===== src/rtl/trc_pkg.sv =====
package trc_pkg;

    // Packet kind codes presented on pkt_kind
    typedef enum logic [2:0] {
        PK_SYNC    = 3'd0,
        PK_TINFO   = 3'd1,
        PK_TON     = 3'd2,
        PK_ATOM    = 3'd3,
        PK_SADDR   = 3'd4,
        PK_LADDR32 = 3'd5,
        PK_LADDR64 = 3'd6,
        PK_ACTX64  = 3'd7
    } pkt_kind_e;

    // Parser states; ST_HUNT must stay at code 0 (reset value)
    typedef enum logic [2:0] {
        ST_HUNT   = 3'd0,
        ST_IDLE   = 3'd1,
        ST_ZRUN   = 3'd2,
        ST_FIXED  = 3'd3,
        ST_SHORT  = 3'd4,
        ST_TCTL   = 3'd5,
        ST_TFIELD = 3'd6
    } parse_st_e;

    // Header classes produced by the header decoder
    typedef enum logic [2:0] {
        HC_BAD   = 3'd0,
        HC_ZERO  = 3'd1,
        HC_TINFO = 3'd2,
        HC_ONE   = 3'd3,
        HC_ATOM  = 3'd4,
        HC_FIXED = 3'd5,
        HC_SHORT = 3'd6
    } hdr_class_e;

endpackage


===== src/rtl/trc_sync_hunter.sv =====
module trc_sync_hunter #(
    parameter int ZEROS = 11,
    parameter int CW    = $clog2(ZEROS + 1)
) (
    input  logic       clk,
    input  logic       rst_n,
    input  logic       beat,
    input  logic       restart,
    input  logic [7:0] data,
    output logic       found
);

    logic [CW-1:0] run_d, run_q;

    // Zero-run length, saturating at ZEROS; restart begins a new run at a header
    always_comb begin
        run_d = run_q;
        if (beat) begin
            if (data != 8'h00)
                run_d = '0;
            else if (restart)
                run_d = CW'(1);
            else if (run_q != CW'(ZEROS))
                run_d = run_q + 1'b1;
        end
    end

    always_ff @(posedge clk or negedge rst_n) begin
        if (!rst_n)
            run_q <= '0;
        else
            run_q <= run_d;
    end

    assign found = beat && !restart && (data == 8'h80) && (run_q == CW'(ZEROS));

    assert_run_bounded_R2: assert property (@(posedge clk) disable iff (!rst_n)
        run_q <= CW'(ZEROS));

    assert_run_cleared_after_find_R2: assert property (@(posedge clk) disable iff (!rst_n)
        found |=> (run_q == '0));

endmodule


===== src/rtl/trc_hdr_decode.sv =====
module trc_hdr_decode
    import trc_pkg::*;
#(
    parameter int LEN_W = 4
) (
    input  logic [7:0]       hdr,
    output hdr_class_e       cls,
    output pkt_kind_e        kind,
    output logic [LEN_W-1:0] fixed_len
);

    always_comb begin
        cls       = HC_BAD;
        kind      = PK_SYNC;
        fixed_len = '0;
        if (hdr == 8'h00) begin
            cls  = HC_ZERO;
            kind = PK_SYNC;
        end else if (hdr == 8'h01) begin
            cls  = HC_TINFO;
            kind = PK_TINFO;
        end else if (hdr == 8'h04) begin
            cls  = HC_ONE;
            kind = PK_TON;
        end else if (hdr[7:3] == 5'b11111 || hdr[7:2] == 6'b110111) begin
            cls  = HC_ATOM;
            kind = PK_ATOM;
        end else if (hdr == 8'h9D) begin
            cls       = HC_FIXED;
            kind      = PK_LADDR64;
            fixed_len = LEN_W'(8);
        end else if (hdr == 8'h9A) begin
            cls       = HC_FIXED;
            kind      = PK_LADDR32;
            fixed_len = LEN_W'(4);
        end else if (hdr == 8'h85) begin
            cls       = HC_FIXED;
            kind      = PK_ACTX64;
            fixed_len = LEN_W'(9);
        end else if (hdr == 8'h95) begin
            cls  = HC_SHORT;
            kind = PK_SADDR;
        end
    end

endmodule


===== src/rtl/trc_atom_expand.sv =====
module trc_atom_expand #(
    parameter int MAX_ATOMS = 4,
    parameter int CW        = $clog2(MAX_ATOMS + 1)
) (
    input  logic [7:0]           hdr,
    output logic [CW-1:0]        count,
    output logic [MAX_ATOMS-1:0] e_flags
);

    // Flags are listed oldest atom first at bit 0; 1 marks a taken atom
    always_comb begin
        count   = '0;
        e_flags = '0;
        if (hdr[7:3] == 5'b11111) begin
            count   = CW'(3);
            e_flags = MAX_ATOMS'(hdr[2:0]);
        end else if (hdr[7:2] == 6'b110111) begin
            count = CW'(4);
            case (hdr[1:0])
                2'b00:   e_flags = MAX_ATOMS'(4'b0111);
                2'b01:   e_flags = MAX_ATOMS'(4'b0000);
                2'b10:   e_flags = MAX_ATOMS'(4'b0101);
                default: e_flags = MAX_ATOMS'(4'b1010);
            endcase
        end
    end

endmodule


===== src/rtl/trc_pkt_parser.sv =====
module trc_pkt_parser
    import trc_pkg::*;
#(
    parameter int PAY_MAX    = 9,
    parameter int SYNC_ZEROS = 11,
    parameter int MAX_ATOMS  = 4,
    parameter int LEN_W      = $clog2(PAY_MAX + 1),
    parameter int PAY_W      = PAY_MAX * 8,
    parameter int ACNT_W     = $clog2(MAX_ATOMS + 1)
) (
    input  logic                 clk,
    input  logic                 rst_n,
    input  logic                 in_valid,
    input  logic [7:0]           in_data,
    output logic                 in_ready,
    output logic                 synced,
    output logic                 pkt_valid,
    output logic [2:0]           pkt_kind,
    output logic [LEN_W-1:0]     pkt_len,
    output logic [PAY_W-1:0]     pkt_payload,
    output logic [ACNT_W-1:0]    atom_count,
    output logic [MAX_ATOMS-1:0] atom_flags,
    output logic                 err
);

    localparam int FW = 3;  // open trace-info field counter (up to 4)

    typedef struct packed {
        parse_st_e             st;
        logic [LEN_W-1:0]      left;
        logic [FW-1:0]         fields;
        logic [LEN_W-1:0]      len;
        logic [PAY_W-1:0]      pay;
        pkt_kind_e             kind;
        logic [ACNT_W-1:0]     acnt;
        logic [MAX_ATOMS-1:0]  ae;
        logic                  ev_pkt;
        logic                  ev_err;
        logic                  rdy;
    } regs_t;

    regs_t r_d, r_q;

    logic                 beat;
    logic                 sync_found;
    logic                 full;
    logic [PAY_W-1:0]     pay_ins;
    logic [LEN_W-1:0]     len_inc;
    hdr_class_e           h_cls;
    pkt_kind_e            h_kind;
    logic [LEN_W-1:0]     h_len;
    logic [ACNT_W-1:0]    a_cnt;
    logic [MAX_ATOMS-1:0] a_flags;

    assign beat    = in_valid && r_q.rdy;
    assign full    = (r_q.len == LEN_W'(PAY_MAX));
    assign pay_ins = r_q.pay | (PAY_W'(in_data) << {r_q.len, 3'b000});
    assign len_inc = r_q.len + 1'b1;

    trc_sync_hunter #(
        .ZEROS (SYNC_ZEROS)
    ) u_hunter (
        .clk     (clk),
        .rst_n   (rst_n),
        .beat    (beat),
        .restart (r_q.st == ST_IDLE),
        .data    (in_data),
        .found   (sync_found)
    );

    trc_hdr_decode #(
        .LEN_W (LEN_W)
    ) u_hdr (
        .hdr       (in_data),
        .cls       (h_cls),
        .kind      (h_kind),
        .fixed_len (h_len)
    );

    trc_atom_expand #(
        .MAX_ATOMS (MAX_ATOMS),
        .CW        (ACNT_W)
    ) u_atoms (
        .hdr     (in_data),
        .count   (a_cnt),
        .e_flags (a_flags)
    );

    always_comb begin
        r_d        = r_q;
        r_d.ev_pkt = 1'b0;
        r_d.ev_err = 1'b0;
        r_d.rdy    = 1'b1;
        if (beat) begin
            case (r_q.st)
                ST_HUNT: begin
                    if (sync_found) begin
                        r_d.kind   = PK_SYNC;
                        r_d.len    = '0;
                        r_d.pay    = '0;
                        r_d.acnt   = '0;
                        r_d.ae     = '0;
                        r_d.ev_pkt = 1'b1;
                        r_d.st     = ST_IDLE;
                    end
                end
                ST_IDLE: begin
                    r_d.kind = h_kind;
                    r_d.len  = '0;
                    r_d.pay  = '0;
                    r_d.acnt = a_cnt;
                    r_d.ae   = a_flags;
                    case (h_cls)
                        HC_ZERO:  r_d.st = ST_ZRUN;
                        HC_TINFO: r_d.st = ST_TCTL;
                        HC_ONE,
                        HC_ATOM:  r_d.ev_pkt = 1'b1;
                        HC_FIXED: begin
                            r_d.st   = ST_FIXED;
                            r_d.left = h_len;
                        end
                        HC_SHORT: r_d.st = ST_SHORT;
                        default: begin
                            r_d.ev_err = 1'b1;
                            r_d.st     = ST_HUNT;
                        end
                    endcase
                end
                ST_ZRUN: begin
                    if (sync_found) begin
                        r_d.ev_pkt = 1'b1;
                        r_d.st     = ST_IDLE;
                    end else if (in_data != 8'h00) begin
                        r_d.ev_err = 1'b1;
                        r_d.st     = ST_HUNT;
                    end
                end
                ST_FIXED: begin
                    if (full) begin
                        r_d.ev_err = 1'b1;
                        r_d.st     = ST_HUNT;
                    end else begin
                        r_d.pay  = pay_ins;
                        r_d.len  = len_inc;
                        r_d.left = r_q.left - 1'b1;
                        if (r_q.left == LEN_W'(1)) begin
                            r_d.ev_pkt = 1'b1;
                            r_d.st     = ST_IDLE;
                        end
                    end
                end
                ST_SHORT: begin
                    if (full) begin
                        r_d.ev_err = 1'b1;
                        r_d.st     = ST_HUNT;
                    end else begin
                        r_d.pay = pay_ins;
                        r_d.len = len_inc;
                        if (!in_data[7] || r_q.len != '0) begin
                            r_d.ev_pkt = 1'b1;
                            r_d.st     = ST_IDLE;
                        end
                    end
                end
                ST_TCTL: begin
                    if (full) begin
                        r_d.ev_err = 1'b1;
                        r_d.st     = ST_HUNT;
                    end else begin
                        r_d.pay    = pay_ins;
                        r_d.len    = len_inc;
                        r_d.fields = FW'($countones(in_data[3:0]));
                        if (r_d.fields == '0) begin
                            r_d.ev_pkt = 1'b1;
                            r_d.st     = ST_IDLE;
                        end else begin
                            r_d.st = ST_TFIELD;
                        end
                    end
                end
                ST_TFIELD: begin
                    if (full) begin
                        r_d.ev_err = 1'b1;
                        r_d.st     = ST_HUNT;
                    end else begin
                        r_d.pay = pay_ins;
                        r_d.len = len_inc;
                        if (!in_data[7]) begin
                            r_d.fields = r_q.fields - 1'b1;
                            if (r_q.fields == FW'(1)) begin
                                r_d.ev_pkt = 1'b1;
                                r_d.st     = ST_IDLE;
                            end
                        end
                    end
                end
                default: begin
                    r_d.ev_err = 1'b1;
                    r_d.st     = ST_HUNT;
                end
            endcase
        end
    end

    always_ff @(posedge clk or negedge rst_n) begin
        if (!rst_n)
            r_q <= '0;
        else
            r_q <= r_d;
    end

    assign in_ready    = r_q.rdy;
    assign synced      = (r_q.st != ST_HUNT);
    assign pkt_valid   = r_q.ev_pkt;
    assign pkt_kind    = r_q.kind;
    assign pkt_len     = r_q.len;
    assign pkt_payload = r_q.pay;
    assign atom_count  = r_q.acnt;
    assign atom_flags  = r_q.ae;
    assign err         = r_q.ev_err;

    assert_no_dual_event_R13: assert property (@(posedge clk) disable iff (!rst_n)
        !(pkt_valid && err));

    assert_pkt_only_synced_R13: assert property (@(posedge clk) disable iff (!rst_n)
        pkt_valid |-> synced);

    assert_err_unsyncs_R10: assert property (@(posedge clk) disable iff (!rst_n)
        err |-> !synced);

    assert_len_bound_R12: assert property (@(posedge clk) disable iff (!rst_n)
        pkt_valid |-> (pkt_len <= LEN_W'(PAY_MAX)));

    assert_sync_empty_R2: assert property (@(posedge clk) disable iff (!rst_n)
        (pkt_valid && pkt_kind == 3'(PK_SYNC)) |-> (pkt_len == '0));

    assert_atom_count_R4: assert property (@(posedge clk) disable iff (!rst_n)
        (pkt_valid && pkt_kind == 3'(PK_ATOM)) |->
            (atom_count == ACNT_W'(3) || atom_count == ACNT_W'(4)));

    assert_long64_len_R6: assert property (@(posedge clk) disable iff (!rst_n)
        (pkt_valid && pkt_kind == 3'(PK_LADDR64)) |-> (pkt_len == LEN_W'(8)));

    assert_ctx_len_R7: assert property (@(posedge clk) disable iff (!rst_n)
        (pkt_valid && pkt_kind == 3'(PK_ACTX64)) |-> (pkt_len == LEN_W'(9)));

endmodule


===== config.mk =====
export PLATFORM = sky130hd
export DESIGN_NAME = trc_pkt_parser
export DESIGN_NICKNAME = d
export VERILOG_FILES = /design/src/rtl/trc_pkg.sv /design/src/rtl/trc_sync_hunter.sv /design/src/rtl/trc_hdr_decode.sv /design/src/rtl/trc_atom_expand.sv /design/src/rtl/trc_pkt_parser.sv
export SDC_FILE = /design/constraint.sdc
export NUM_CORES = 1
export LEC_CHECK = 0
export BUFFER_PORTS_ARGS = -buffer_cell sky130_fd_sc_hd__buf_2
export CAP_MARGIN = 20
export CORE_ASPECT_RATIO = 0.75
export CORE_UTILIZATION = 46
export CTS_CLUSTER_DIAMETER = 200
export DETAILED_ROUTE_END_ITERATION = 16
export GPL_TIMING_DRIVEN = 0
export PLACE_DENSITY = 0.68
export SETUP_SLACK_MARGIN = 0.1
export SLEW_MARGIN = 20
export SYNTH_ARGS = -nofsm -noshare
export SYNTH_HDL_FRONTEND = slang
export SYNTH_SLANG_ARGS = --single-unit

===== constraint.sdc =====
create_clock -name clk -period 3.7 [get_ports clk]
set_input_delay 0.74 -clock clk [delete_from_list [all_inputs] [get_ports clk]]
set_output_delay 0.74 -clock clk [all_outputs]
set_load 0.02 [all_outputs]

==> results.md <==
- Clock slew at the register clock pins of the worst setup and hold paths: 0.07 ns
- Count of flip-flops with a built-in enable after synthesis: 0
- Count of clock tree sinks: 102
- Mapped Avg Cell Area: 9.562 µm²
- Most instantiated library cell after synthesis: sky130_fd_sc_hd__dfrtp_1
- Final count of hold timing violations: 0
- Pins Over Slew Limit: 0
- Maximum clock path buffer count: 2
- Number of synthesized register bits: 102
- Post-synthesis cell area: 5642 µm²
- First-iteration detailed-routing DRC count: 376
- Max-Cap Viols: 0
- Clock root cell: sky130_fd_sc_hd__clkbuf_16
- Effective utilization at floorplan: 0.4788
- Nets@finish: 729
- Antenna fix cells: 0
- Pin count of the biggest net entering global routing: 60
- Worst hold slack: 0.3102 ns
- Finished layout cell area: 6680 µm²
- Horiz. Die Dim: 129.9 µm
- CP Launch Type: primary input
- Main flop type after synthesis: sky130_fd_sc_hd__dfrtp_1
- Via count of the first global-routing pass: 4361
- CTS Buf Count: 9
- WL/cell: 16.51 µm
- Tot Pwr: 0.002149 W
- # port buffers: 100
- Iteration count of the initial detailed-routing pass: 4
- Synth top area cells: sky130_fd_sc_hd__dfrtp_1 (45%), sky130_fd_sc_hd__buf_4 (12%), sky130_fd_sc_hd__nor2_1 (5.5%)
- Vertical extent of the die: 97.91 µm
- Number of warnings issued by yosys: 0
- RSZ-0062 raised after global routing: no
- Worst Tran Pin Value: 0.7802 ns
- Netlist cell types: 62
- Highest fanout seen on the critical path: 10
- Cell type with the highest aggregate area in the netlist: sky130_fd_sc_hd__dfrtp_1
- Final setup fails: 0
- TritonCTS clock tree: built
- Fin Clk Skew: 0.007878 ns
- Syn Nets: 616
- # rows: 34
- Critical path class: in2reg
- Normalized max-slew margin: 0.4798
- Total half-perimeter wirelength after legalization and detailed placement: 10230 µm
- Post-route minimum period: 3.442 ns
- Growth of design area from synthesis to finish: 18.41%
- Path class of the lowest-slack min-delay path: in2async
- Overall via count from detail_route: 4683
- Top-Level Pins: 101
- Outcome: finished, final reports clean
- Post-synthesis async set-or-reset flop share: 1.000
- LEAKAGE: 3.606 nW
- Routed Wire Length: 14370 µm
- Peak VDD IR: 0.0002208 V
- GPL Wtd Cong: 0.9146
- Critical Path End Type: flip-flop
- Initial antenna violation count: 0
- Number of hold-repair buffers added at the cts stage: 0
- Area fraction of the dominant cell type after synthesis: 0.4524
- Skew-Pair Late Insertion Delay: 0.34 ns
- Global router's overall resource usage: 0.2377
- Non-filler instance count after layout: 870
- Cell area power density: 321.7 nW/µm²
- Peak Freq: 290.5 MHz
- Share of cells above drive strength 1: 0.3376
- Gate Count Post-Synth: 590
- Ranking of synthesized cells by instance count: sky130_fd_sc_hd__dfrtp_1 (102), sky130_fd_sc_hd__buf_4 (91), sky130_fd_sc_hd__nor2_1 (83), sky130_fd_sc_hd__a21oi_1 (46), sky130_fd_sc_hd__nand2_1 (37)
- Cell Count Post-Placement: 853
- Setup TNS after final layout: 0 ns
- H-Tree Depth: 3
- Number of DRC violations after detailed routing: 0
- Crit share post-route: 0.9303
- Vias per std cell: 5.383
- Share of synthesized area occupied by flip-flops and latches: 0.4524
- Arrival time of data at the critical path endpoint: 3.67 ns
- Leftover overflow at the end of global routing: 0
- Number of cells traversed by the worst register-to-register path: 12
- First-pass GRT wire length: 23050 µm
- Total Die Area: 12720 µm²
- Placeable core region: 11780 µm²
- Cell area after placement: 6379 µm²
- Antenna viol nets, final: 0
- Required arrival time at the worst endpoint: 3.93 ns
## per-stage QoR
| step | setup WS [ns] | utilization |
|---|---|---|
| 6_report | 0.2578 | 0.5669 |
| 4_1_cts | 0.1153 | 0.5670 |
| 3_5_place_dp | -0.2817 | 0.5413 |
| 2_1_floorplan | 0.5222 | - |
| 3_3_place_gp | -0.2428 | 0.5384 |
| 5_1_grt | 0.1191 | 0.5669 |
## placed cells by master, fill, tap and decap left out, types with 19 or more instances in the layout
cell type,netlist,layout
sky130_fd_sc_hd__nor2_1,83,83
sky130_fd_sc_hd__clkbuf_1,21,20
sky130_fd_sc_hd__dfrtp_1,102,102
sky130_fd_sc_hd__o21ai_0,21,21
sky130_fd_sc_hd__a21oi_1,46,46
sky130_fd_sc_hd__a31oi_1,27,27
sky130_fd_sc_hd__buf_2,5,105
sky130_fd_sc_hd__nand2_1,37,37
sky130_fd_sc_hd__a22o_1,19,19
sky130_fd_sc_hd__buf_4,91,93
## final cells by class
class,instances,area [µm²]
Clock inverter,5,43.79
Timing Repair Buffer,103,549.3
Tap cell,162,202.7
Inverter,17,63.81
Buffer,119,810.8
Sequential cell,102,2552
Fill cell,1082,5104
Multi-Input combinational cell,351,2215
Clock buffer,11,242.7
## final timing paths
check | start | slack [ns] | end
worst min register to register | pkt_kind[1] | 0.49 | pkt_kind[1]
min in group clk | pkt_kind[1] | 0.49 | pkt_kind[1]
max in group asynchronous | rst_n | 2.77 | pkt_payload[57]
worst max-delay path | in_data[1] | 0.26 | pkt_payload[70]
worst min-delay path | rst_n | 0.31 | pkt_kind[2]
worst max register to register | pkt_len[1] | 0.52 | pkt_payload[70]
## repair_timing
item | 4_1_cts | 5_1_grt
resized for setup | 1 | 2
pin swaps | 1 | 0
endpoints found under the setup margin | 39 | 49
setup buffers | 2 | 0
## power by group
part / leakage [nW] / internal [W] / switching, W / total, W
clock: 0.134 / 0.000483 / 0.000435 / 0.000918
combinational: 2.06 / 0.0000291 / 0.0000843 / 0.000113
sequential: 1.41 / 0.00112 / 0.00000194 / 0.00112
total: 3.61 / 0.00163 / 0.000521 / 0.00215
## state kept, by name, indices dropped and copies added (netlist names)
register,count
pkt_payload,72
r_q,10
atom_count,2
u_hunter.run_q,4
atom_flags,4
pkt_valid,1
in_ready,1
pkt_kind,3
err,1
pkt_len,4
## layer usage
layer  global-route usage  share of wire  up-vias
met5                    0              0        -
met1               0.3465           0.47     2294
met2               0.3636           0.45      185
li1                     -              -     2192
met3              0.04986          0.068       12
met4              0.05098         0.0095        0
## kinds of logic (layout without fill, tap and decap cells)
group	Yosys count	count (layout)	share of synthesized area
AND/OR/NAND/NOR	185	185	0.1796
AO/OA/AOI/OAI	143	143	0.1643
buffers and inverters	137	255	0.1555
flip-flops	102	102	0.4524
adder cells (fa/ha/maj)	15	15	0.03460
multiplexers	5	5	0.009758
XOR/XNOR	2	2	0.003105
other	1	1	0.0006647
## critical path, cell delays in order
cell and delay [ns]:
sky130_fd_sc_hd__buf_2 0.13, sky130_fd_sc_hd__buf_2 0.23, sky130_fd_sc_hd__inv_1 0.17, sky130_fd_sc_hd__ha_2 0.26
sky130_fd_sc_hd__or3b_2 0.55, sky130_fd_sc_hd__o311ai_4 0.39, sky130_fd_sc_hd__nand4_4 0.24, sky130_fd_sc_hd__buf_4 0.28
sky130_fd_sc_hd__nor2_1 0.17, sky130_fd_sc_hd__buf_4 0.23, sky130_fd_sc_hd__buf_4 0.20, sky130_fd_sc_hd__nor2_1 0.07
(Power assumes the default switching activity.)
